[config.mk]
export PLATFORM = sky130hd
export DESIGN_NAME = mbx_ctrl
export DESIGN_NICKNAME = d
export VERILOG_FILES = /design/src/rtl/mbx_pkg.sv /design/src/rtl/mbx_fifo.sv /design/src/rtl/mbx_route.sv /design/src/rtl/mbx_drain.sv /design/src/rtl/mbx_ctrl.sv
export SDC_FILE = /design/constraint.sdc
export NUM_CORES = 1
export LEC_CHECK = 0
export ABC_AREA = 1
export BUFFER_PORTS_ARGS = -buffer_cell sky130_fd_sc_hd__buf_2
export CORE_UTILIZATION = 45
export CTS_CLUSTER_SIZE = 30
export DETAILED_ROUTE_END_ITERATION = 16
export PLACE_DENSITY_LB_ADDON = 0.1
export SYNTH_ARGS = -nofsm -noshare
export SYNTH_HDL_FRONTEND = slang
export SYNTH_SLANG_ARGS = --single-unit
[constraint.sdc]
create_clock -name clk -period 3.3 [get_ports clk]
set_clock_uncertainty 0.2 [all_clocks]
set_input_delay 0.165 -clock clk [delete_from_list [all_inputs] [get_ports clk]]
set_output_delay 0.165 -clock clk [all_outputs]
set_load 0.01 [all_outputs]
[src/rtl/mbx_pkg.sv]
package mbx_pkg;
  localparam int unsigned WORD_W   = 32;
  localparam int unsigned CHSEL_W  = 4;
  localparam logic [WORD_W-1:0] NO_DATA = 32'hFFFF_FFFF;
  localparam int unsigned ST_FULL_BIT  = 31;
  localparam int unsigned ST_EMPTY_BIT = 30;
  localparam int unsigned CFG_EN_BIT   = 0;
  localparam int unsigned CFG_PEND_BIT = 4;

  typedef enum logic [2:0] {
    RS_NONE, RS_POP, RS_PEEK, RS_IN_ST, RS_CFG, RS_OUT_ST
  } rsel_e;
endpackage

[src/rtl/mbx_fifo.sv]
module mbx_fifo #(
  parameter int unsigned DEPTH = 8,
  parameter int unsigned DW    = 32,
  parameter logic [DW-1:0] EMPTY_WORD = '1
) (
  input  logic          clk,
  input  logic          rst_n,
  input  logic          push,
  input  logic [DW-1:0] push_data,
  input  logic          pop,
  output logic [DW-1:0] head,
  output logic          empty,
  output logic          full
);
  localparam int unsigned PW = (DEPTH > 1) ? $clog2(DEPTH) : 1;
  localparam int unsigned CW = $clog2(DEPTH + 1);
  localparam logic [PW-1:0] LAST = PW'(DEPTH - 1);

  logic [DW-1:0] mem [DEPTH];
  logic [PW-1:0] wr_q, wr_d, rd_q, rd_d;
  logic [CW-1:0] cnt_q, cnt_d;
  logic          do_push, do_pop;

  assign empty   = (cnt_q == '0);
  assign full    = (cnt_q == CW'(DEPTH));
  assign do_push = push && !full;
  assign do_pop  = pop && !empty;
  assign head    = empty ? EMPTY_WORD : mem[rd_q];

  always_comb begin
    wr_d  = wr_q;
    rd_d  = rd_q;
    cnt_d = cnt_q;
    if (do_push) wr_d = (wr_q == LAST) ? '0 : wr_q + 1'b1;
    if (do_pop)  rd_d = (rd_q == LAST) ? '0 : rd_q + 1'b1;
    if (do_push && !do_pop) cnt_d = cnt_q + 1'b1;
    if (do_pop && !do_push) cnt_d = cnt_q - 1'b1;
  end

  always_ff @(posedge clk or negedge rst_n) begin
    if (!rst_n) begin
      wr_q  <= '0;
      rd_q  <= '0;
      cnt_q <= '0;
    end else begin
      wr_q  <= wr_d;
      rd_q  <= rd_d;
      cnt_q <= cnt_d;
    end
  end

  always_ff @(posedge clk) begin
    if (do_push) mem[wr_q] <= push_data;
  end
endmodule

[src/rtl/mbx_route.sv]
module mbx_route
  import mbx_pkg::*;
#(
  parameter int unsigned NCH = 9
) (
  input  logic              wr_fire,
  input  logic [WORD_W-1:0] wr_data,
  input  logic              ob_full,
  input  logic [NCH-1:0]    chan_pend,
  output logic              park,
  output logic [NCH-1:0]    send
);
  logic [NCH-1:0] hit;
  logic           busy, ok;

  for (genvar c = 0; c < NCH; c++) begin : g_dec
    assign hit[c] = (wr_data[CHSEL_W-1:0] == CHSEL_W'(c));
  end

  assign busy = |(hit & chan_pend);
  assign ok   = wr_fire && !ob_full && (|hit);
  assign park = ok && busy;
  assign send = (ok && !busy) ? hit : '0;
endmodule

[src/rtl/mbx_drain.sv]
module mbx_drain
  import mbx_pkg::*;
#(
  parameter int unsigned NCH = 9
) (
  input  logic                  enable,
  input  logic [NCH-1:0]        chan_avail,
  input  logic [NCH*WORD_W-1:0] chan_rsp_data,
  output logic [NCH-1:0]        chan_ack,
  output logic                  take,
  output logic [WORD_W-1:0]     take_data
);
  always_comb begin
    chan_ack  = '0;
    take_data = '0;
    for (int c = NCH - 1; c >= 0; c--) begin
      if (chan_avail[c]) begin
        chan_ack  = '0;
        chan_ack[c] = enable;
        take_data = chan_rsp_data[c*WORD_W +: WORD_W];
      end
    end
  end

  assign take = |chan_ack;
endmodule

[src/rtl/mbx_ctrl.sv]
module mbx_ctrl
  import mbx_pkg::*;
#(
  parameter int unsigned NCH      = 9,
  parameter int unsigned IN_DEPTH = 8,
  parameter int unsigned OB_DEPTH = 8
) (
  input  logic                  clk,
  input  logic                  rst_n,
  input  logic                  bus_sel,
  input  logic                  bus_we,
  input  logic [7:0]            bus_addr,
  input  logic [3:0]            bus_be,
  input  logic [WORD_W-1:0]     bus_wdata,
  output logic [WORD_W-1:0]     bus_rdata,
  input  logic [NCH-1:0]        chan_avail,
  input  logic [NCH*WORD_W-1:0] chan_rsp_data,
  output logic [NCH-1:0]        chan_ack,
  input  logic [NCH-1:0]        chan_pend,
  output logic [NCH-1:0]        req_valid,
  output logic [WORD_W-1:0]     req_data,
  output logic                  irq
);
  logic rs_q1, rst_s;
  always_ff @(posedge clk or negedge rst_n) begin
    if (!rst_n) begin
      rs_q1 <= 1'b0;
      rst_s <= 1'b0;
    end else begin
      rs_q1 <= 1'b1;
      rst_s <= rs_q1;
    end
  end

  logic acc, rd_acc, wr_acc, aligned;
  logic [3:0] off_hi;
  assign acc     = bus_sel && (bus_be == 4'hF);
  assign rd_acc  = acc && !bus_we;
  assign wr_acc  = acc && bus_we;
  assign aligned = (bus_addr[1:0] == 2'b00);
  assign off_hi  = bus_addr[7:4];

  rsel_e rsel;
  always_comb begin
    rsel = RS_NONE;
    if (aligned) begin
      if (off_hi == 4'h8)           rsel = RS_POP;
      else if (bus_addr == 8'h90)   rsel = RS_PEEK;
      else if (bus_addr == 8'h98)   rsel = RS_IN_ST;
      else if (bus_addr == 8'h9C)   rsel = RS_CFG;
      else if (bus_addr == 8'hB8)   rsel = RS_OUT_ST;
    end
  end

  logic cfg_wr, msg_wr;
  assign cfg_wr = wr_acc && (bus_addr == 8'h9C);
  assign msg_wr = wr_acc && aligned && (off_hi == 4'hA);

  logic              in_empty, in_full, in_pop, in_push;
  logic [WORD_W-1:0] in_head, in_wdata;
  logic              ob_empty, ob_full, ob_push;
  logic [WORD_W-1:0] ob_head;
  logic [NCH-1:0]    send;

  assign in_pop = rd_acc && (rsel == RS_POP);

  mbx_drain #(.NCH(NCH)) u_drain (
    .enable        (rst_s && !in_full),
    .chan_avail    (chan_avail),
    .chan_rsp_data (chan_rsp_data),
    .chan_ack      (chan_ack),
    .take          (in_push),
    .take_data     (in_wdata)
  );

  mbx_fifo #(.DEPTH(IN_DEPTH), .DW(WORD_W), .EMPTY_WORD(NO_DATA)) u_inq (
    .clk       (clk),
    .rst_n     (rst_s),
    .push      (in_push),
    .push_data (in_wdata),
    .pop       (in_pop),
    .head      (in_head),
    .empty     (in_empty),
    .full      (in_full)
  );

  mbx_route #(.NCH(NCH)) u_route (
    .wr_fire   (msg_wr),
    .wr_data   (bus_wdata),
    .ob_full   (ob_full),
    .chan_pend (chan_pend),
    .park      (ob_push),
    .send      (send)
  );

  mbx_fifo #(.DEPTH(OB_DEPTH), .DW(WORD_W), .EMPTY_WORD(NO_DATA)) u_obq (
    .clk       (clk),
    .rst_n     (rst_s),
    .push      (ob_push),
    .push_data (bus_wdata),
    .pop       (1'b0),
    .head      (ob_head),
    .empty     (ob_empty),
    .full      (ob_full)
  );

  logic cfg_en_q, cfg_en_d;
  logic [WORD_W-1:0] cfg_word, in_status, ob_status, rdata_d;
  logic [NCH-1:0]    req_valid_d;
  logic [WORD_W-1:0] req_data_d;

  always_comb begin
    cfg_en_d = cfg_wr ? bus_wdata[CFG_EN_BIT] : cfg_en_q;

    cfg_word = '0;
    cfg_word[CFG_EN_BIT]   = cfg_en_q;
    cfg_word[CFG_PEND_BIT] = !in_empty;

    in_status = '0;
    in_status[ST_FULL_BIT]  = in_full;
    in_status[ST_EMPTY_BIT] = in_empty;
    ob_status = '0;
    ob_status[ST_FULL_BIT]  = ob_full;
    ob_status[ST_EMPTY_BIT] = ob_empty;

    unique case (rsel)
      RS_POP, RS_PEEK: rdata_d = in_head;
      RS_IN_ST:        rdata_d = in_status;
      RS_CFG:          rdata_d = cfg_word;
      RS_OUT_ST:       rdata_d = ob_status;
      default:         rdata_d = '0;
    endcase

    req_valid_d = send;
    req_data_d  = (|send) ? bus_wdata : req_data;
  end

  always_ff @(posedge clk or negedge rst_s) begin
    if (!rst_s) begin
      cfg_en_q  <= 1'b0;
      bus_rdata <= '0;
      req_valid <= '0;
      req_data  <= '0;
    end else begin
      cfg_en_q  <= cfg_en_d;
      req_valid <= req_valid_d;
      req_data  <= req_data_d;
      if (rd_acc) bus_rdata <= rdata_d;
    end
  end

  assign irq = cfg_word[CFG_EN_BIT] & cfg_word[CFG_PEND_BIT];
endmodule

### Word level (Yosys, flattened, before mapping)

Memories as Yosys holds them, arrays and structs flattened.
Cells that the tools add are included.

* bits in registers: 90
* memory bits (writable): 256
* bits of input ports: 354
* output and inout port bits: 83
* word-level logic and storage cells: 109
* memories kept: 1

Memories
* u_inq.mem: depth 8, width 32, read ports 1, clocked after memory_dff 0, wr ports 1, line mbx_fifo.sv:19 `logic [DW-1:0] mem [DEPTH];`

* add/subtract/negate cells: 5
* equal/unequal tests: 24
* multiplexer cells: 33
* bitwise gates (word level): 2
* reductions and logical operators: 34

Operators by type and width (number)
* 2-to-1 mux 32 bit: 10
* one-hot mux 32 bit (4 select lines): 1
* 2-to-1 mux 9 bit: 10
* OR reduction 9 bit: 4
* == test 8 bit (second input constant): 4
* == test 4 bit (second input constant): 6
* 2-to-1 mux 3 bit: 8
* logical AND 1 bit: 17
* == test 4 x 3 -> 1 bit (second input constant): 4
* == test 3 bit (second input constant): 4
* zero test 4 bit: 3
* AND 9 bit: 1
* adder 4 x 1 -> 4 bit (second input constant): 2
* == test 4 x 2 -> 1 bit (second input constant): 2
* 2-to-1 mux 4 bit: 2
* zero test 1 bit: 7
* adder 3 x 1 -> 3 bit (second input constant): 2
* == test 3 x 2 -> 1 bit (second input constant): 2
* == test 4 x 1 -> 1 bit (second input constant): 1
* subtractor 4 x 1 -> 4 bit (second input constant): 1
* == test 3 x 1 -> 1 bit (second input constant): 1
* zero test 2 bit: 1
* 2-to-1 mux 1 bit: 2
* nonzero test 2 bit: 1
* 2 further kinds: 2

### Depth between registers and ports, before layout

* depth after elaboration: 17
* mapped depth: 14
* gate-level depth less buffers: 14

### Cells and area by module

From an unflattened synthesis, not the netlist that was laid out.

* cell total of the unflattened synthesis: 2843
* area total of the unflattened synthesis: 27716.6 sq um

Modules (own cells, without submodules)
* mbx_fifo (u_inq): instances 1, cells an instance 875, area an instance 10654.0 sq um, sequential area each 7937.6 sq um
* mbx_fifo (u_obq): instances 1, cells an instance 876, area an instance 10650.2 sq um, sequential area each 7937.6 sq um
* mbx_ctrl: instances 1, cells an instance 357, area an instance 3134.3 sq um, sequential area each 1901.8 sq um
* mbx_drain: instances 1, cells an instance 683, area an instance 3034.2 sq um, sequential area each 0.0 sq um
* mbx_route: instances 1, cells an instance 52, area an instance 244.0 sq um, sequential area each 0.0 sq um

### Least setup slack after synthesis

OpenSTA, ideal clock, no wires.

* path type: reg-to-reg
* start point: register rst_s
* end point: memory u_inq.mem[1][0], enable pin
* library setup time: 421 ps
* arrival time: 4873 ps
* required time: 2679 ps
* setup slack: -2194 ps
* cell stages (with the launch flop): 7
* buffers on the path: 0
* clock period less this slack: 5494 ps
* path through: dfrtp_1 -> nand2_1 -> nor3_2 -> o21ai_1 -> nand2_2 -> nand2_1 -> nor2_1

* longest elaborated chain between the ends: 14

Ends and longest elaborated chain
* from (decl): line mbx_ctrl.sv:24 `logic rs_q1, rst_s;`
* from (signal assigned): line mbx_ctrl.sv:31 `rst_s <= rs_q1;`
* logical AND 1 bit *: line mbx_ctrl.sv:68 `.enable (rst_s && !in_full),`
* 2-to-1 mux 9 bit (8 in a row): line mbx_drain.sv:17 `if (chan_avail[c]) begin`
* 2-to-1 mux 9 bit *: line mbx_drain.sv:17
* OR reduction 9 bit *: line mbx_drain.sv:25 `assign take = |chan_ack;`
* logical AND 1 bit *: line mbx_fifo.sv:26 `assign do_push = push && !full;`
* 2-to-1 mux 1 bit *: line mbx_fifo.sv:53 `if (do_push) mem[wr_q] <= push_data;`
* 2-to-1 mux 1 bit (not written as such) *: line mbx_fifo.sv:53
* to (decl): line mbx_fifo.sv:19

Every way passes the cells marked *; elsewhere a longest branch is shown, timed or not.

### Final worst setup path

* start point: input port bus_wdata[0]
* end point: register u_obq.cnt_q[3]

* longest elaborated chain between the ends: 5
* elaborated cells on any way between the ends: 15
* classes of those cells: 8 x eq/ne; 1 x bitwise; 6 x reduce/logical

Ends and longest elaborated chain
* from (decl): line mbx_ctrl.sv:14 `input logic [WORD_W-1:0] bus_wdata,`
* == test 4 x 1 -> 1 bit, or another cell as far along: line mbx_route.sv:17 `assign hit[c] = (wr_data[CHSEL_W-1:0] == CHSEL_W'(c));`
* AND 9 bit or OR reduction 9 bit (tied branches): line mbx_route.sv:20, mbx_route.sv:21
* OR reduction 9 bit or logical AND 1 bit (tied branches): line mbx_route.sv:20, mbx_route.sv:21
* logical AND 1 bit *: line mbx_route.sv:22 `assign park = ok && busy;`
* logical AND 1 bit *: line mbx_fifo.sv:26
* to (signal assigned): line mbx_fifo.sv:48 `cnt_q <= cnt_d;`
* to (decl): line mbx_fifo.sv:21 `logic [CW-1:0] cnt_q, cnt_d;`

Marks and branches as above.
A chain may end at the register's enable or synchronous reset.

==> flow_metrics.tcl <==
set metrics [dict create \
    outcome "finished, final reports clean" \
    synthesis.instances 1750 \
    synth_adder_area_share_pct 0.801 \
    clock.fmax_mhz 317 \
    hold_depth 7 \
    r2r_cells 14 \
    design.core.area_sq_um 35900 \
    cts-root-buf "clkbuf_16" \
    grt_pass1_vias 15000 \
    synth_largest_area_cell "edfxtp_1" \
    crit_start "bus_wdata[0]" \
    cpMostUsedCell "dlygate4sd3_1" \
    synth-seq-area-share_pct 60.0 \
    yosys.area_share.simple_pct 26.1 \
    multi_input_area_sq_um 5860 \
    drv_slew 0 \
    setup_viol 0 \
    maxCapViolations 0 \
    leakage_nw 9.47 \
    grt_max_degree 60 \
    cts_buffers 36 \
    worstSkewPairLatency_ns 0.54 \
    routabilityCongestion 0.989 \
    place_area_sq_um 19300 \
    portBuffers 436 \
    yosys_warnings 0 \
    r2r_slack_ns 0.26 \
    avgViaCountPerCell 5.54 \
    worstHoldStart "bus_sel" \
    yosysMostFrequentCell "nand2_1" \
    synth_compound_area_share_pct 7.96 \
    grt_usage_pct 31.2 \
    io_pins 437 \
    dieArea_sq_um 37600 \
    crit_required_ns 3.52 \
    wire_per_inst_microns 21.7 \
    grt_remaining_overflow 0 \
    path_cells "dlygate4sd3_1 -> buf_2 -> nand2_1 -> inv_1 -> nand3_1 -> nand2_1 -> dlygate4sd3_1 -> nor3_1 -> nand2_2 -> dlygate4sd3_1 -> nand3_1 -> dlygate4sd3_1 -> nand2_1" \
    area_growth_pct 28.9 \
    synth_edf_count 256 \
    fin_area_sq_um 21300 \
    avgSynthCellArea_sq_um 9.46 \
    post_cts_buffers 0 \
    antenna_found_initial 16 \
    synth_cell_types 36 \
    h-tree-depth 2 \
    synth.area.top_cells "edfxtp_1 46%, dfrtp_1 14%, nand3_1 12%" \
    min_to "u_obq.cnt_q[0]" \
    ys_top_cells_by_count "482 x nand2_1, 399 x nand3_1, 256 x edfxtp_1, 102 x a21oi_1, 90 x dfrtp_1" \
    syn-num-nets 2114 \
    rsz0062_at_grt "false" \
    slowest_delay_ns 0.62 \
    powerDensity_nw_per_um2 525 \
    period_needed_ns 3.16 \
    synth_top_family_by_area "simple AND/OR/NAND/NOR gates" \
    slowest_stage "dlygate4sd3_1" \
    muxShareOfSynthArea_pct 0 \
    worstMarginPinSlew_ns 0.851 \
    seq_area_sq_um 9950 \
    setup.worst_path.start_class "primary input" \
    critPathKind "primary input to register" \
    drive_gt1_share_pct 26.4 \
    die_x_microns 194 \
    finalSetupTns_ns 0 \
    synth_xor_area_share_pct 0.265 \
    ant_nets 0 \
    critPathTopFamily "buffers and inverters" \
    slew_headroom_pct 43.2 \
    rr_endpoint "u_inq.cnt_q[3]" \
    synthFlopType "edfxtp_1" \
    drc 0 \
    clkTransAtPathRegs_ns 0.06 \
    clk_path_buf_depth 3 \
    num_vias 15200 \
    async_flop_share_pct 26.0 \
    cp.arrival_ns 3.38 \
    yosys.area.top_type_share_pct 46.4 \
    first_pass_iters 5 \
    nets 2605 \
    tritoncts "built" \
    cts.sinks 346 \
    rows 69 \
    hold_viol_final 0 \
    finalWirelength_microns 59400 \
    start_util_pct 46.1 \
    hold_ws_ns 0.0160 \
    drt_iter0_markers 1430 \
    crit_fanout 4 \
    hold_path_class "primary input to register" \
    ys_seq_elements 346 \
    fillers 3161 \
    cp.buffers_inverters 6 \
    post-route-period-util_pct 95.7 \
    end_kind "register" \
    die_y_microns 194 \
    r2r_start "u_inq.cnt_q[0]" \
    grt_pass1_wl_microns 88400 \
    hpwl_microns 40900 \
    peakVddDrop_uv 404 \
    syn_area_sq_um 16600 \
]
registers in the layout (all words and copies together), names as in the netlist, 3 cells and up:
register and count:
req_data 32, u_inq.rd_q 3, bus_rdata 32, u_obq.cnt_q 4, u_inq.wr_q 3, u_inq.cnt_q 4, req_valid 9, u_inq.mem 256
area by class of cell:
cell class | instances | area share, %
diodes | 13 | 0.153
clock buffers | 47 | 4.53
clock inverters | 18 | 0.921
inverters | 65 | 1.16
multi-input cells | 1213 | 27.5
flip-flops and latches | 346 | 46.6
well taps | 461 | 2.70
repair buffers | 579 | 16.4
per-stage QoR:
| step | power [mW] | setup WS, ns | util (%) | cells |
|---|---|---|---|---|
| 2_1_floorplan | 6.33 | -0.162 | - | 1750 |
| 3_3_place_gp | 7.11 | 0.230 | 53.8 | 2586 |
| 3_5_place_dp | 7.15 | 0.132 | 53.8 | 2586 |
| 4_1_cts | 11.2 | 0.0957 | 59.3 | 2729 |
| 5_1_grt | 11.6 | 0.00533 | 59.4 | 2741 |
| 6_report | 11.2 | 0.141 | 59.4 | 2742 |
kinds of logic after synthesis:
| kind of cell | after synthesis |
|---|---|
| adders and majority gates | 10 |
| buffers and inverters | 191 |
| xor gates and xnor gates | 5 |
| DFF | 346 |
| and+or+nand+nor | 985 |
| AOI/OAI and AO/OA | 212 |
| other | 1 |
worst min-delay path: cells and delay by family:
kind / cells / cell delay, ns
AND/OR/NAND/NOR: 6 / 0.43
buffers and inverters: 1 / 0.10
repair_timing:
item,CTS,global route
hold buffers,78,0
hold endpoints to repair,201,0
resized for setup,0,4
endpoints found under the setup margin,0,3
how the worst max path moves through the flow:
stage,to,cells past startpoint
floorplan,u_inq.mem[1][0],6
global placement,u_inq.cnt_q[3],14
detailed placement,u_inq.cnt_q[3],14
CTS,u_inq.cnt_q[3],13
global route,u_obq.cnt_q[3],13
finish,u_obq.cnt_q[3],13
power by group:
group | leakage [nW] | switching, mW | total (mW) | internal (mW)
logic | 5.36 | 1.20 | 1.81 | 0.612
registers | 3.54 | 0.131 | 5.36 | 5.23
clock network | 0.569 | 1.69 | 4.02 | 2.33
per-layer routing:
metal	global-route usage, %	vias to the layer above	share of wire (%)
met2	51.6	720	48
met1	39.7	7177	40
li1	-	7158	-
met5	0	-	0
met4	16.1	0	4.5
met3	4.85	134	6.7
cell usage in the layout (no fill, tap or decap), types with 2 or more instances in the layout:
cell type and n:
buf_4 61, dlygate4sd3_1 78, ha_1 8, inv_1 54
o21ai_1 4, nand3_2 2, a21oi_1 102, a221oi_1 32
nand2_2 5, nor3_2 3, o221ai_1 32, xor2_1 3
edfxtp_1 256, clkinv_1 7, dfrtp_1 87, diode_2 13
o21ai_0 39, nor2_2 15, dfrtp_4 2, nor3_1 10
nand4_1 6, inv_2 6, nand2_1 482, nor2_1 56
buf_2 436, nand3_1 398, clkbuf_1 9, clkinv_2 8
clkbuf_16 37, buf_12 4, xnor2_1 2, bufinv_16 3
nor2_4 2
(Power assumes the default switching activity.)
